<file path="src/rtl/rstseq_pkg.sv">
// Shared types of the reset sequencer.
// Assumes a 16-bit CPU address space with the vector at the top two bytes.
package rstseq_pkg;
    localparam int N_SRC = 3;
    localparam logic [15:0] VEC_ADDR_HI = 16'hFFFE;
    localparam logic [15:0] VEC_ADDR_LO = 16'hFFFF;

    typedef enum logic [2:0] {
        PH_RUN, PH_HOLD, PH_STAB, PH_FETCH_HI, PH_FETCH_LO
    } phase_e;

    // The encoding is the bit index in the cause vector, and its order is the priority.
    typedef enum logic [1:0] {
        SRC_EXT = 2'd0, SRC_LVD = 2'd1, SRC_WDG = 2'd2
    } src_e;
endpackage

</file>
<file path="src/rtl/rstseq_sync.sv">
// Two-flop synchroniser, one chain for each bit.
// Assumes each input bit is an independent level; RST_VAL is the idle level.
module rstseq_sync #(
    parameter int W = 3,
    parameter logic [W-1:0] RST_VAL = '0
) (
    input  logic         clk,
    input  logic         rst_n,
    input  logic [W-1:0] d_i,
    output logic [W-1:0] q_o
);
    for (genvar g = 0; g < W; g++) begin : g_bit
        logic s1_q, s2_q;
        // Two-stage capture of one asynchronous bit.
        always_ff @(posedge clk) begin
            if (!rst_n) begin
                s1_q <= RST_VAL[g];
                s2_q <= RST_VAL[g];
            end else begin
                s1_q <= d_i[g];
                s2_q <= s1_q;
            end
        end
        assign q_o[g] = s2_q;
    end
endmodule

</file>
<file path="src/rtl/rstseq_cause.sv">
// Ranks simultaneous requests and keeps the cause register.
// Assumes requests arrive already synchronised; higher index wins.
module rstseq_cause
    import rstseq_pkg::*;
(
    input  logic             clk,
    input  logic             rst_n,
    input  logic [N_SRC-1:0] req_i,
    input  logic             clr_i,
    output logic             any_o,
    output src_e             src_o,
    output logic [N_SRC-1:0] cause_o
);
    logic [N_SRC-1:0] sel;

    // Picks the highest-index active request.
    always_comb begin
        src_o = SRC_EXT;
        for (int i = 0; i < N_SRC; i++) begin
            if (req_i[i]) src_o = src_e'(2'(i));
        end
        sel = '0;
        sel[src_o] = 1'b1;
    end
    assign any_o = |req_i;

    // A new request overwrites the cause, and a clear empties it.
    always_ff @(posedge clk) begin
        if (!rst_n)      cause_o <= '0;
        else if (any_o)  cause_o <= sel;
        else if (clr_i)  cause_o <= '0;
    end

    p_cause_onehot_r10: assert property (@(posedge clk) disable iff (!rst_n)
        $onehot0(cause_o));
    p_cause_hold_r10: assert property (@(posedge clk) disable iff (!rst_n)
        (!any_o && !clr_i) |=> $stable(cause_o));
endmodule

</file>
<file path="src/rtl/rstseq_fsm.sv">
// Phase controller: source hold, stabilisation count, two-cycle vector fetch.
// Assumes fetch_data_i answers the address in the same cycle, and that
// restart_i is already ranked and synchronised.
module rstseq_fsm
    import rstseq_pkg::*;
#(
    parameter int STAB_CYC     = 4096,
    parameter int EXT_HIGH_CYC = 16,
    parameter int LVD_HOLD_CYC = 0,
    parameter int WDG_HOLD_CYC = 0
) (
    input  logic        clk,
    input  logic        rst_n,
    input  logic        restart_i,
    input  src_e        restart_src_i,
    input  logic        int_req_i,
    input  logic        ext_high_i,
    input  logic [7:0]  fetch_data_i,
    output phase_e      phase_o,
    output src_e        src_o,
    output logic        fetch_rd_o,
    output logic [15:0] fetch_addr_o,
    output logic [15:0] vector_o,
    output logic        done_o
);
    localparam int HOLD_A   = (EXT_HIGH_CYC > LVD_HOLD_CYC) ? EXT_HIGH_CYC : LVD_HOLD_CYC;
    localparam int HOLD_MAX = (HOLD_A > WDG_HOLD_CYC) ? HOLD_A : WDG_HOLD_CYC;
    localparam int CNT_MAX  = (STAB_CYC > HOLD_MAX) ? STAB_CYC : HOLD_MAX;
    localparam int CNT_W    = $clog2(CNT_MAX + 1);

    phase_e           ph_q, ph_d;
    src_e             src_q, src_d;
    logic [CNT_W-1:0] cnt_q, cnt_d, target;
    logic [7:0]       vhi_q, vlo_q;
    logic             released;

    // Hold target and release condition of the active source.
    always_comb begin
        case (src_q)
            SRC_EXT: target = CNT_W'(EXT_HIGH_CYC);
            SRC_LVD: target = CNT_W'(LVD_HOLD_CYC);
            default: target = CNT_W'(WDG_HOLD_CYC);
        endcase
        released = (src_q == SRC_EXT) ? ext_high_i : !int_req_i;
    end

    // Next phase: a restart wins, otherwise the phases advance in order.
    always_comb begin
        ph_d  = ph_q;
        cnt_d = cnt_q;
        src_d = src_q;
        if (restart_i) begin
            ph_d  = PH_HOLD;
            cnt_d = '0;
            src_d = restart_src_i;
        end else begin
            case (ph_q)
                PH_HOLD: begin
                    if (!released)            cnt_d = '0;
                    else if (cnt_q >= target) begin ph_d = PH_STAB; cnt_d = '0; end
                    else                      cnt_d = cnt_q + CNT_W'(1);
                end
                PH_STAB: begin
                    if (cnt_q == CNT_W'(STAB_CYC - 1)) begin ph_d = PH_FETCH_HI; cnt_d = '0; end
                    else                               cnt_d = cnt_q + CNT_W'(1);
                end
                PH_FETCH_HI: ph_d = PH_FETCH_LO;
                PH_FETCH_LO: ph_d = PH_RUN;
                default:     ph_d = PH_RUN;
            endcase
        end
    end

    // State, vector bytes and handover pulse.
    always_ff @(posedge clk) begin
        if (!rst_n) begin
            ph_q   <= PH_STAB;
            cnt_q  <= '0;
            src_q  <= SRC_EXT;
            vhi_q  <= '0;
            vlo_q  <= '0;
            done_o <= 1'b0;
        end else begin
            ph_q   <= ph_d;
            cnt_q  <= cnt_d;
            src_q  <= src_d;
            if (ph_q == PH_FETCH_HI) vhi_q <= fetch_data_i;
            if (ph_q == PH_FETCH_LO) vlo_q <= fetch_data_i;
            done_o <= (ph_q == PH_FETCH_LO) && !restart_i;
        end
    end

    assign phase_o      = ph_q;
    assign src_o        = src_q;
    assign fetch_rd_o   = (ph_q == PH_FETCH_HI) || (ph_q == PH_FETCH_LO);
    assign fetch_addr_o = (ph_q == PH_FETCH_LO) ? VEC_ADDR_LO : VEC_ADDR_HI;
    assign vector_o     = {vhi_q, vlo_q};

    // Checker: counts the stabilisation cycles on its own.
    logic [CNT_W:0] chk_stab_q;
    always_ff @(posedge clk) begin
        if (!rst_n) chk_stab_q <= '0;
        else        chk_stab_q <= (ph_q == PH_STAB) ? chk_stab_q + 1'b1 : '0;
    end

    p_stab_len_r4: assert property (@(posedge clk) disable iff (!rst_n)
        (ph_q == PH_FETCH_HI && $past(ph_q) == PH_STAB) |-> chk_stab_q == (CNT_W+1)'(STAB_CYC));
    p_fetch_order_r5: assert property (@(posedge clk) disable iff (!rst_n)
        (ph_q == PH_FETCH_HI && !restart_i) |=> (fetch_rd_o && fetch_addr_o == VEC_ADDR_LO));
    p_done_pulse_r7: assert property (@(posedge clk) disable iff (!rst_n)
        done_o |=> !done_o);
    p_vec_bytes_r6: assert property (@(posedge clk) disable iff (!rst_n)
        done_o |-> vector_o == {$past(fetch_data_i, 2), $past(fetch_data_i, 1)});
endmodule

</file>
<file path="src/rtl/rstseq_top.sv">
// Reset sequencer top: synchronises the three requests, masks the block's
// own pin drive, ranks the requests, and runs the phase controller.
// Assumes ext_rst_n_i reads back the shared pin, which pin_pd_o pulls low.
module rstseq_top #(
    parameter int STAB_CYC     = 4096,
    parameter int EXT_HIGH_CYC = 16,
    parameter int LVD_HOLD_CYC = 0,
    parameter int WDG_HOLD_CYC = 0
) (
    input  logic        clk,
    input  logic        rst_n,
    input  logic        ext_rst_n_i,
    input  logic        lvd_i,
    input  logic        wdg_i,
    input  logic        cause_clr_i,
    input  logic [7:0]  fetch_data_i,
    output logic        pin_pd_o,
    output logic        cpu_rst_o,
    output logic        fetch_rd_o,
    output logic [15:0] fetch_addr_o,
    output logic [15:0] vector_o,
    output logic        done_o,
    output logic [2:0]  cause_o
);
    import rstseq_pkg::*;

    logic [2:0] syn;        // {wdg, lvd, pin level}
    logic       pd_q1, pd_q2, mask, ext_req, any_req;
    src_e       req_src, cur_src;
    phase_e     phase;

    rstseq_sync #(.W(3), .RST_VAL(3'b001)) u_sync (
        .clk(clk), .rst_n(rst_n), .d_i({wdg_i, lvd_i, ext_rst_n_i}), .q_o(syn)
    );

    // The pin stays low for two cycles after the pull-down ends, because of synchroniser lag.
    always_ff @(posedge clk) begin
        if (!rst_n) begin
            pd_q1 <= 1'b1;
            pd_q2 <= 1'b1;
        end else begin
            pd_q1 <= pin_pd_o;
            pd_q2 <= pd_q1;
        end
    end

    assign mask    = pin_pd_o || pd_q1 || pd_q2 || (phase == PH_HOLD);
    assign ext_req = !syn[0] && !mask;

    rstseq_cause u_cause (
        .clk(clk), .rst_n(rst_n), .req_i({syn[2], syn[1], ext_req}),
        .clr_i(cause_clr_i), .any_o(any_req), .src_o(req_src), .cause_o(cause_o)
    );

    rstseq_fsm #(
        .STAB_CYC(STAB_CYC), .EXT_HIGH_CYC(EXT_HIGH_CYC),
        .LVD_HOLD_CYC(LVD_HOLD_CYC), .WDG_HOLD_CYC(WDG_HOLD_CYC)
    ) u_fsm (
        .clk(clk), .rst_n(rst_n), .restart_i(any_req), .restart_src_i(req_src),
        .int_req_i(syn[2] | syn[1]), .ext_high_i(syn[0]), .fetch_data_i(fetch_data_i),
        .phase_o(phase), .src_o(cur_src), .fetch_rd_o(fetch_rd_o),
        .fetch_addr_o(fetch_addr_o), .vector_o(vector_o), .done_o(done_o)
    );

    assign pin_pd_o  = (phase == PH_STAB) || (phase == PH_HOLD && cur_src != SRC_EXT);
    assign cpu_rst_o = !rst_n || (phase != PH_RUN) || lvd_i || wdg_i || !ext_rst_n_i;

    p_rst_in_fetch_r8: assert property (@(posedge clk) disable iff (!rst_n)
        fetch_rd_o |-> cpu_rst_o);
    p_done_released_r2: assert property (@(posedge clk) disable iff (!rst_n)
        done_o |-> !pin_pd_o);
endmodule

</file>
<file path="config.mk">
export PLATFORM = sky130hd
export DESIGN_NAME = rstseq_top
export DESIGN_NICKNAME = d
export VERILOG_FILES = /design/src/rtl/rstseq_pkg.sv /design/src/rtl/rstseq_sync.sv /design/src/rtl/rstseq_cause.sv /design/src/rtl/rstseq_fsm.sv /design/src/rtl/rstseq_top.sv
export SDC_FILE = /design/constraint.sdc
export NUM_CORES = 1
export LEC_CHECK = 0
export CAP_MARGIN = 25
export CELL_PAD_IN_SITES_DETAIL_PLACEMENT = 1
export CELL_PAD_IN_SITES_GLOBAL_PLACEMENT = 2
export CORE_MARGIN = 1
export CORE_UTILIZATION = 30
export CTS_CLUSTER_DIAMETER = 200
export DETAILED_ROUTE_END_ITERATION = 10
export PLACE_DENSITY_LB_ADDON = 0.05
export REMOVE_ABC_BUFFERS = 1
export SYNTH_ARGS = -nofsm -noshare
export SYNTH_HDL_FRONTEND = slang
export SYNTH_SLANG_ARGS = --single-unit
</file>
<file path="constraint.sdc">
create_clock -name clk -period 3.05 [get_ports clk]
set_input_delay 0.305 -clock clk [delete_from_list [all_inputs] [get_ports clk]]
set_output_delay 0.305 -clock clk [all_outputs]
set_load 0.005 [all_outputs]
</file>
# ---- Word level (Yosys, flattened, before mapping)
# Index checks and enable logic that the tools add are counted.
dict set report totals {
  ram_bits 0
  latchBits 0
  n_memories 0
  mem_bits_ro 0
  reg_bits 46
  inputBits 14
  output_inout_bits 39
}
dict set report op_classes {
  bitwise_logic 2
  reduce_logical 28
  mul 0
  addsub 1
  n_shift 0
  magnitude_cmp 3
  n_mux 18
  n_div 0
  n_eq_ne 11
}
# op n
set ops {}
lappend ops {{2-to-1 mux 13 bit} 3}
lappend ops {{one-hot mux 13 bit (2 select lines)} 1}
lappend ops {{2-to-1 mux 3 bit} 5}
lappend ops {{adder 13 x 1 -> 13 bit, second input constant} 1}
lappend ops {{== test 13 x 12 -> 1 bit, second input constant} 1}
lappend ops {{greater-or-equal comparator 13 x 5 -> 1 bit} 1}
lappend ops {{logical OR 1 bit} 9}
lappend ops {{!= test 3 x 1 -> 1 bit, second input constant} 3}
lappend ops {{one-hot mux 3 bit (3 select lines)} 1}
lappend ops {{== test 3 x 2 -> 1 bit, second input constant} 2}
lappend ops {{zero test 1 bit} 6}
lappend ops {{!= test 2 x 1 -> 1 bit, second input constant} 3}
lappend ops {{AND reduction 3 bit} 2}
lappend ops {{nonzero test 2 bit} 3}
lappend ops {{2-to-1 mux 5 bit} 1}
lappend ops {{logical AND 1 bit} 4}
lappend ops {{2-to-1 mux 1 bit} 4}
lappend ops {{2-to-1 mux 2 bit} 2}
lappend ops {{OR reduction 4 bit} 1}
lappend ops {{== test 3 x 1 -> 1 bit, second input constant} 1}
lappend ops {{== test 3 bit, second input constant} 1}
lappend ops {{less-than comparator 2 x 3 -> 1 bit, second input constant} 1}
lappend ops {{nonzero test 3 bit} 1}
lappend ops {{OR reduction 3 bit} 1}
lappend ops {{5 further kinds} 5}

# ---- Logic depth before layout (Yosys ltp)
# Gate-level depths: netlist of run 1.
dict set report depth {
  ltp_word 11
  depth_mapped 8
}

# ---- Cells and area by module
# Synthesis of run 1 repeated with hierarchy kept, for this count alone.
dict set report unflattened {
  hier_cells 234
  hier_area_um2 2200.9
}
# mod cells_each instances area_each_um2
set modules_own_cells {}
lappend modules_own_cells {rstseq_fsm 190 1 1705.4}
lappend modules_own_cells {rstseq_sync 15 1 180.2}
lappend modules_own_cells {rstseq_top 15 1 171.4}
lappend modules_own_cells {rstseq_cause 14 1 143.9}

# ---- Least setup slack after synthesis of run 1
# No wires, ideal clock.
dict set report synth_timing {
  kind {register -> register}
  from {register u_fsm.cnt_q[4]}
  to {register u_fsm.cnt_q[10]}
  setup_ps 133
  synth_period_minus_slack_ps 1949
  path_buffers 1
  arrival_ps 1816
  path_stages_with_launch 9
  setup_slack_ps 1101
  path_cell_list {dfxtp_1 clkbuf_1 inv_1 ha_1 nor4bb_1 nor4_2 nor3b_4 o31ai_2 nor2_1}
}
dict set report synth_via {
  elab_chain_len 4
}
# element line
set synth_rtl {}
lappend synth_rtl {{start, declared} rstseq_fsm.sv:33} ;# logic [CNT_W-1:0] cnt_q, cnt_d, target;
lappend synth_rtl {{start signal, assigned} rstseq_fsm.sv:85} ;# cnt_q <= cnt_d;
lappend synth_rtl {{adder 13 x 1 -> 13 bit / greater-or-equal comparator 13 x 5 -> 1 bit (equally long branches)} {rstseq_fsm.sv:61, rstseq_fsm.sv:65, rstseq_fsm.sv:60}}
lappend synth_rtl {{2-to-1 mux 13 bit} rstseq_fsm.sv:60} ;# else if (cnt_q >= target) begin ph_d = PH_STAB; cnt_d = '0; end
lappend synth_rtl {{2-to-1 mux 13 bit} rstseq_fsm.sv:59} ;# if (!released) cnt_d = '0;
lappend synth_rtl {{one-hot mux 13 bit (2 select lines) *} rstseq_fsm.sv:57} ;# case (ph_q)
# Mark *: on every way between the ends. The rest lies on a longest branch, timed or not.
# A chain may end at the register's enable or synchronous reset.

# ---- Worst setup path in the final report of run 1
dict set report layout_timing {
  from {register u_fsm.ph_q[1], in the netlist u_fsm.phase_o[1]}
  to {output fetch_addr_o[0]}
}
dict set report layout_via {
  elab_chain_len 2
}
# element line
set layout_rtl {}
lappend layout_rtl {{start, declared} rstseq_fsm.sv:31} ;# phase_e ph_q, ph_d;
lappend layout_rtl {{start signal, assigned} rstseq_fsm.sv:84} ;# ph_q <= ph_d;
lappend layout_rtl {{== test 3 bit} rstseq_fsm.sv:96} ;# assign fetch_addr_o = (ph_q == PH_FETCH_LO) ? VEC_ADDR_LO : VEC_ADDR_HI;
lappend layout_rtl {{2-to-1 mux 1 bit} rstseq_fsm.sv:96}
lappend layout_rtl {{end, declared} rstseq_top.sv:20} ;# output logic [15:0] fetch_addr_o,
# Every way passes these cells.

==> results of run 1 <==
[cells by family after synthesis]
family	count (synthesis)
adder cells (fa/ha/maj)	3
other	1
buffers and inverters	32
multiplexers	11
XOR/XNOR	8
AND/OR/NAND/NOR	96
flip-flops	46
AO/OA/AOI/OAI	33
[worst reg2reg max path, delay by kind of cell (launching register included)]
| family | cells | cell delay, ps |
|---|---|---|
| compound gates | 1 | 490 |
| flops | 1 | 480 |
| simple gates | 4 | 720 |
| fa+ha+maj | 1 | 280 |
| buf+inv | 1 | 80 |
[final timing paths]
check	startpoint	to	slack (ps)	depth (start not counted)
worst min register to register	u_sync.g_bit[0].s1_q	u_sync.g_bit[0].s2_q	410	1
worst max register to register	u_fsm.cnt_q[4]	u_fsm.cnt_q[11]	890	7
worst max-delay path	u_fsm.phase_o[1]	fetch_addr_o[0]	660	4
worst min-delay path	u_sync.g_bit[0].s1_q	u_sync.g_bit[0].s2_q	410	1
[state kept, by name (all words and copies together) (netlist names)]
| name | cells |
|---|---|
| u_fsm.src_o | 2 |
| pd_q1 | 1 |
| pd_q2 | 1 |
| u_fsm.done_o | 1 |
| u_fsm.vhi_q | 8 |
| u_cause.cause_o | 3 |
| u_fsm.vlo_q | 8 |
| u_fsm.phase_o | 3 |
| u_sync.g_bit.s2_q | 3 |
| u_fsm.cnt_q | 13 |
| u_sync.g_bit.s1_q | 3 |
[placed cells by master (no fill, tap or decap), drive strengths merged, types with 3 or more instances in the layout]
master / n
dfxtp: 46
clkdlybuf4s50: 37
nor2: 27
nand2: 25
a21oi: 16
conb: 15
mux2i: 10
inv: 7
nand3: 6
nand2b: 6
clkbuf: 6
nor3: 5
nand4: 5
and2: 5
o21ai: 5
xnor2: 4
xor2: 4
buf: 4
nor4: 4
o211ai: 3
ha: 3
nor3b: 3
[power breakdown]
| part | internal [mW] | leakage (nW) | switching, mW |
|---|---|---|---|
| clock network | 0.245 | 0.0514 | 0.214 |
| logic | 0.138 | 0.556 | 0.164 |
| registers | 0.636 | 0.374 | 0.0277 |
| total | 1.02 | 0.982 | 0.406 |
[metrics by stage]
step | std cells | utilization | hold WS, ps | area, um^2 | total power [mW]
detailed placement | 338 | 0.377 | 397 | 2420 | 0.982
global route | 346 | 0.394 | 452 | 2530 | 1.50
floorplan | 220 | - | 378 | 1920 | 0.852
CTS | 346 | 0.394 | 419 | 2530 | 1.45
global placement | 338 | 0.377 | 393 | 2420 | 0.983
finish | 346 | 0.394 | 415 | 2530 | 1.42
[layer usage]
| metal | up-vias | global-route usage | part of all wire |
|---|---|---|---|
| met5 | - | 0 | 0 |
| met4 | 0 | 0.0470 | 0.011 |
| met3 | 7 | 0.0336 | 0.037 |
| met2 | 35 | 0.226 | 0.44 |
| met1 | 751 | 0.213 | 0.51 |
| li1 | 820 | - | - |
[area by class of cell]
| class | instances | area share |
|---|---|---|
| inverters | 8 | 0.0119 |
| repair buffers | 41 | 0.158 |
| multi-input cells | 166 | 0.385 |
| well taps | 77 | 0.0381 |
| clock inverters | 2 | 0.0148 |
| flip-flops and latches | 46 | 0.364 |
| clock buffers | 6 | 0.0287 |
==> summary.md, run 1 <==
| Metric | Value |
|---|---|
| First-pass GRT wire length | about 8300 um |
| Maximum clock path buffer count | 2 |
| CTS tree | done |
| Drt total wl | 4900 um |
| Status | finished with violations |
| Clock Pin Slew Worst Setup and Hold Paths | around 90 ps |
| Top FF cell, synth | dfxtp_1 |
| Sequential area share after synthesis | 0.456 |
| Seq. cell area | 921 um^2 |
| DR vias/cell | between 4 and 5 |
| Gr usage total | 0.150 |
| Worst VDD drop | 198 uV |
| Hold_buf cts | 0 |
| Synth Area in Compound Gates | 0.0986 |
| Synth area leaders | dfxtp_1 46%, buf_4 5.6%, nor2_1 5.0% |
| Nets | 285 |
| CP Class | reg2out |
| Largest net degree at the start of global routing | 20 |
| Max-cap check violation count | 0 |
| Cells after Synth | 230 |
| RSZ-0062 raised after global routing | false |
| Share of cells above drive strength 1 | 0.0669 |
| Leakage power | 0.982 nW |
| Slew headroom | 0.614 |
| Final setup vio count | 0 |
| Worst skew pair latency | roughly 300 ps |
| Initial antenna violation count | 0 |
| H-tree Lvls | 2 |
| Area occupied by multi-input gates | around 970 um^2 |
| Antenna Cells | 0 |
| Setup WS post-layout | 656 ps |
| Mapped Area | roughly 2000 um^2 |
| Period utilisation layout | 0.785 |
| CP Launch Type | flip-flop |
| #FFs+latches synth | 46 |
| Slowest cell on crit path | clkdlybuf4s50_1 |
| Clock Sink Count | 46 |
| Cell with the most instances after synthesis | dfxtp_1 |
| Fmax | roughly 420 MHz |
| Worst Path Buf+Inv | 2 |
| Gr ovfl total | 0 |
| Residual DRC | 5 |
| Number of synthesized flops with an enable pin | 0 |
| Post-synthesis mux area share | 0.0552 |
| Req. time, crit path | 2740 ps |
| Top cell type's share of synthesized area | 0.456 |
| TritonCTS buffer count | 5 |
| DR iter-0 viols | 57 |
| Synth Area in XOR/XNOR | 0.0347 |
| Setup Skew | approximately 5.9 ps |
| WL per Instance | 14.2 um |
| Row cnt | 29 |
| Worst EP arrival | 2090 ps |
| Starting Density | 0.314 |
| Main combinational cell family by area after synthesis | simple AND/OR/NAND/NOR gates |
| 1st-pass router iterations | 7 |
| Async set or reset register ratio after synthesis | 0 |
| HP Class | reg2reg |
| Synth cell count leaders | 46 x dfxtp_1, 27 x nor2_1, 25 x nand2_1, 16 x a21oi_1, 15 x buf_4 |
| Vias | 1613 |
| I/O pin cnt | 53 |
| Post-route ant nets | 0 |
| I/O Buffers | 37 |
| Setup bufs post-CTS | 0 |
| Syn Area/Cell | 8.77 um^2 |
| Die Area | 7060 um^2 |
| Yosys cell types | 42 |
| Crit path cell chain | nor2_1, nand2_1, clkinv_1, clkdlybuf4s50_1 |
| Fin Setup TNS | 0 ps |
| CP max stage delay | 550 ps |
| RD Place Congestion | 0.728 |
| Filler cell count | 754 |
| Final HPWL DP | 3470 um |
| Adder-cell share of the synthesized area | 0.0186 |
| CTS root buf | clkbuf_8 |
| Overall die height | 84.0 um |
| Die extent in x | between 80 and 90 um |
| Area grow syn2layout | 25.4% |
| CTS resizes | 0 |
| Vias in the first global route | approximately 1600 |
| Leading area contributor after synthesis | dfxtp_1 |
| Delay-heaviest family, CP | buffers and inverters |
| Worst-margin pin slew | 578 ps |
| CP max FO | 11 |
| Final hold vios | 0 |
| Core ar. | 6420 um^2 |
| Crit. End Element | output pin |
| Dpl ws | 866 ps |
| Simple-gate share of the synthesized area | 0.247 |
| Failing checks | design-rule violations |
| Fin crit period | approximately 2400 ps |
| PwrDens | 563 nW/um^2 |
| Yosys warning total | 0 |
| Slew Viols, Final | 0 |
(Power assumes the default switching activity.)
==> inputs of run 2 (changes only) <==
CORE_UTILIZATION = 25   (was 30)
clock period = 2 ns   (was 3.05 ns; I/O delays follow)
==> summary.md, run 2 (same netlist as run 1, synthesis figures left out) <==
| Metric | Value |
|---|---|
| Clock Sink Count | 46 |
| Worst R2R End | u_fsm.cnt_q[12] |
| Worst VDD drop | 238 uV |
| DR vias/cell | 4.40 |
| Top Registers | u_fsm.cnt_q (13), u_fsm.vhi_q (8), u_fsm.vlo_q (8) |
| Final HPWL DP | 3790 um |
| Gr usage total | 0.129 |
| Register-to-Register Path Depth | 6 |
| Fmax | 523 MHz |
| Largest net degree at the start of global routing | 20 |
| RSZ-0062 raised after global routing | true |
| Power Total | around 2.2 mW |
| Final setup vio count | 0 |
| Commonest non-fill, non-tap cells in the layout | 39 x dfxtp_1, 36 x clkdlybuf4s50_1, 26 x nor2_1, 25 x nand2_1, 19 x buf_4 |
| Gr ovfl total | 0 |
| CTS root buf | clkbuf_8 |
| RD Place Congestion | between 0.7 and 0.8 |
| Vias | between 1500 and 2000 |
| Fin Hold WS | 414 ps |
| Leakage power | 1.07 nW |
| Clock Pin Slew Worst Setup and Hold Paths | 90 ps |
| Nets | 301 |
| Area grow syn2layout | 35.0% |
| Max reg flops | 13 |
| Post-Route M1 WL | 2410 um |
| Die extent in x | 91.9 um |
| TritonCTS buffer count | 5 |
| Maximum clock path buffer count | 2 |
| Commonest non-fill, non-tap cell in the layout | dfxtp_1 |
| Vias in the first global route | 1725 |
| Core ar. | 7770 um^2 |
| Setup Skew | 16.0 ps |
| H-tree Lvls | 2 |
| Hold_buf cts | 0 |
| Die Area | roughly 8400 um^2 |
| CP Launch Type | flip-flop |
| Slowest cell on crit path | or4_1 |
| Residual DRC | 0 |
| Dpl ws | -70.6 ps |
| WL per Instance | 13.3 um |
| I/O pin cnt | 53 |
| Overall die height | 91.9 um |
| Final core occ | 0.351 |
| Crit path cell chain | or4_1, nor4_2, nor3b_4, buf_6, o21bai_1, a211oi_1 |
| Period utilisation layout | 0.956 |
| Req. time, crit path | 2210 ps |
| Critical path destination | u_fsm.cnt_q[12] |
| Setup WS post-layout | 87.3 ps |
| Starting Density | 0.260 |
| Post-route ant nets | 0 |
| Biggest register | u_fsm.cnt_q |
| DR iter-0 viols | 43 |
| Worst skew pair latency | 310 ps |
| HP Class | reg2reg |
| R2R Setup Slk | 90 ps |
| Share of cells above drive strength 1 | 0.165 |
| Status | complete, no violations |
| Slew Viols, Final | 0 |
| CP Class | reg2reg |
| I/O Buffers | 37 |
| Final hold vios | 0 |
| First-pass GRT wire length | around 8500 um |
| Crit. End Element | flip-flop |
| RR Startpoint | u_fsm.cnt_q[12] |
| Initial antenna violation count | 0 |
| Met3 WL | 323 um |
| Max-cap check violation count | 0 |
| Row cnt | 32 |
| CP max FO | 5 |
| Top sig layer | met4 |
| Drt total wl | 5150 um |
| Fin crit period | 1910 ps |
| 1st-pass router iterations | 4 |
| CTS tree | done |
| Antenna Cells | 0 |
| PwrDens | 801 nW/um^2 |
| Worst EP arrival | 2130 ps |
| Critical Path Start | u_fsm.cnt_q[12] |
| CP max stage delay | 550 ps |
| Met2 Routed Length | 2350 um |
## run 2: final cells by class
type | instances | area (um^2)
sequential | 46 | 930
clock inverter | 2 | 12.5
timing repair buffer | 57 | 527
inverter | 8 | 30.0
fill | 932 | 5040
multi-input combinational | 166 | 1020
tap | 102 | 128
clock buffer | 6 | 82.6
## run 2: worst min path at each step
stage,from,end,slack [ps],cells after the start
2_1_floorplan,rst_n,pd_q2,270,1
3_3_place_gp,u_sync.g_bit[0].s1_q,u_sync.g_bit[0].s2_q,390,1
6_report,u_sync.g_bit[0].s1_q,u_sync.g_bit[0].s2_q,410,1
4_1_cts,u_sync.g_bit[0].s1_q,u_sync.g_bit[0].s2_q,420,1
5_1_grt,u_sync.g_bit[1].s1_q,u_sync.g_bit[1].s2_q,460,1
3_5_place_dp,u_sync.g_bit[0].s1_q,u_sync.g_bit[0].s2_q,400,1
## run 2: worst max-delay path: cells and delay by family (launching register included)
kind,cells,cell delay (ps)
AOI/OAI and AO/OA,2,250
buffers and inverters,1,140
DFF,1,310
and+or+nand+nor,3,1140
## run 2: routing by layer
metal,global-route usage,vias up
li1,-,853
met1,0.158,802
met2,0.213,40
met3,0.0415,7
met4,0.0430,0
met5,0,-
## run 2: through the flow
stage | area (um^2) | std cells | setup TNS [ps]
final | 2730 | 387 | 0
after detailed placement | 2540 | 375 | -455
after global placement | 2540 | 375 | 0
after CTS | 2680 | 385 | -1.86
after global routing | 2730 | 387 | -419
after floorplan | 1920 | 220 | 0
## run 2: timing repair
item / 4_1_cts / 5_1_grt
pin swaps: 0 / 9
setup endpoints to repair: 10 / 14
resized for setup: 6 / 10
setup buffers: 2 / 2
## run 2: power breakdown
| group | internal, mW | leakage [nW] | switching [mW] |
|---|---|---|---|
| Combinational | 0.275 | 0.649 | 0.279 |
| Clock | 0.279 | 0.0472 | 0.334 |
| Sequential | 0.975 | 0.377 | 0.0432 |
| Total | 1.53 | 1.07 | 0.656 |
==> inputs of run 3 (changes only) <==
CORE_ASPECT_RATIO = 0.6   (was unset)
MAX_ROUTING_LAYER = met4   (was unset)
==> summary.md, run 3 (same netlist as run 1, synthesis figures left out) <==
| Metric | Value |
|---|---|
| CP Launch Type | flip-flop |
| CTS root buf | clkbuf_16 |
| Slowest cell on crit path | or4_4 |
| Vias in the first global route | 1654 |
| Core ar. | 7540 um^2 |
| Vias | 1737 |
| Power Total | 2.69 mW |
| R2R Setup Slk | 80 ps |
| Fin Setup TNS | 0 ps |
| WL per Instance | 14.8 um |
| Max-cap check violation count | 0 |
| RSZ-0062 raised after global routing | true |
| Slew Viols, Final | 0 |
| Die extent in x | roughly 120 um |
| Fin Hold WS | approximately 430 ps |
| I/O pin cnt | 53 |
| Crit. End Element | flip-flop |
| Final setup vio count | 0 |
| Largest net degree at the start of global routing | 20 |
| Setup Skew | 2.43 ps |
| TritonCTS buffer count | 5 |
| H-tree Lvls | 2 |
| Commonest non-fill, non-tap cells in the layout | 40 x dfxtp_1, 36 x clkdlybuf4s50_1, 26 x nor2_1, 25 x nand2_1, 23 x buf_4 |
| PwrDens | 946 nW/um^2 |
| CTS tree | done |
| Delay-heaviest family, CP | simple AND/OR/NAND/NOR gates |
| First-pass GRT wire length | slightly above 9000 um |
| Crit path cell chain | or4_4, nor4_2, nor3b_4, buf_4, o21bai_1, a211oi_1 |
| Status | complete, no violations |
| Biggest register | u_fsm.cnt_q |
| Maximum clock path buffer count | 2 |
| Final HPWL DP | 4400 um |
| DR iter-0 viols | 58 |
| Top Registers | u_fsm.cnt_q (13), u_fsm.vhi_q (8), u_fsm.vlo_q (8) |
| Post-route ant nets | 0 |
| Req. time, crit path | about 2200 ps |
| Final hold vios | 0 |
| Overall die height | ~70 um |
| Antenna Cells | 0 |
| CP Class | reg2reg |
| Clock Pin Slew Worst Setup and Hold Paths | 60 ps |
| Fmax | 521 MHz |
| Period utilisation layout | 0.960 |
| Worst VDD drop | 442 uV |
| Worst skew pair latency | 280 ps |
| CP max stage delay | 540 ps |
| Row cnt | 24 |
| Leakage power | 1.14 nW |
| Filler cell count | around 900 |
| Hold_buf cts | 0 |
| I/O Buffers | 37 |
| 1st-pass router iterations | 4 |
| Worst EP arrival | 2120 ps |
| Share of cells above drive strength 1 | 0.167 |
| DR vias/cell | 4.43 |
| Gr ovfl total | 0 |
| CP max FO | 7 |
| Drt total wl | just under 6000 um |
| HP Class | reg2reg |
| Area grow syn2layout | 40.9% |
| Starting Density | 0.268 |
| Initial antenna violation count | 0 |
| Nets | 304 |
| Commonest non-fill, non-tap cell in the layout | dfxtp_1 |
| Residual DRC | 0 |
| Worst Path Buf+Inv | 1 |
| Max reg flops | 13 |
| RD Place Congestion | 0.831 |
| Die Area | 8450 um^2 |
| Clock Sink Count | 46 |
| Gr usage total | 0.148 |
| Fin crit period | 1920 ps |
==> run 3: cell types whose count changed in the layout (fill, tap and decap cells not counted), sizes merged <==
| cell | previous run | this run |
|---|---|---|
| clkinvlp | 1 | 0 |
| clkinv | 2 | 1 |
| bufinv | 0 | 2 |
| buf | 20 | 23 |
==> run 3: worst paths after layout <==
path | depth (start not counted) | from | endpoint
setup / recovery | 6 | u_fsm.cnt_q[12] | u_fsm.cnt_q[12]
setup reg to reg | 6 | u_fsm.cnt_q[12] | u_fsm.cnt_q[12]
hold reg to reg | 1 | u_sync.g_bit[0].s1_q | u_sync.g_bit[0].s2_q
hold / removal | 1 | u_sync.g_bit[0].s1_q | u_sync.g_bit[0].s2_q
==> run 3: where the power goes <==
part           leakage, nW  internal (mW)  switching (mW)
Combinational        0.667          0.279           0.293
Clock               0.0971          0.750           0.350
Sequential           0.376          0.975          0.0424
==> run 3: final cells by class <==
type / count / area (um^2) / area share
Sequential cell: 46 / 928 / 0.327
Timing Repair Buffer: 60 / 546 / 0.192
Tap cell: 104 / 130 / 0.0458
Inverter: 8 / 30.0 / 0.0106
Clock inverter: 2 / 60.1 / 0.0211
Clock buffer: 6 / 139 / 0.0489
Multi-Input combinational cell: 166 / 1010 / 0.355
==> run 3: metal layers <==
layer  up-vias  part of all wire  wire, um  track usage
met5         -                 0         0            -
met2        45              0.35      2030        0.176
li1        864                 -         -            -
met4         0             0.012        68       0.0427
met1       823              0.59      3400        0.228
met3         5             0.052       303       0.0398
==> run 3: metrics by stage <==
stage / cells / util / area, um^2 / setup slack (ps)
2_1_floorplan: 220 / - / 1920 / 155
3_3_place_gp: 383 / 0.344 / 2590 / -6.42
3_5_place_dp: 383 / 0.344 / 2590 / -95.7
4_1_cts: 391 / 0.373 / 2810 / -2.94
5_1_grt: 392 / 0.377 / 2840 / -5.93
6_report: 392 / 0.377 / 2840 / 80.7
==> run 3: what timing repair did <==
item,4_1_cts,5_1_grt
setup buffers,0,1
resized for setup,7,7
cloned,0,0
endpoints found under the setup margin,8,11
pin swaps,0,4
==> run 3: worst register-to-register path, cell delays in order, from the launching register on <==
cell	delay, ps
dfxtp_1	320
or4_4	540
nor4_2	290
nor3b_4	210
buf_4	180
o21bai_1	80
a211oi_1	220
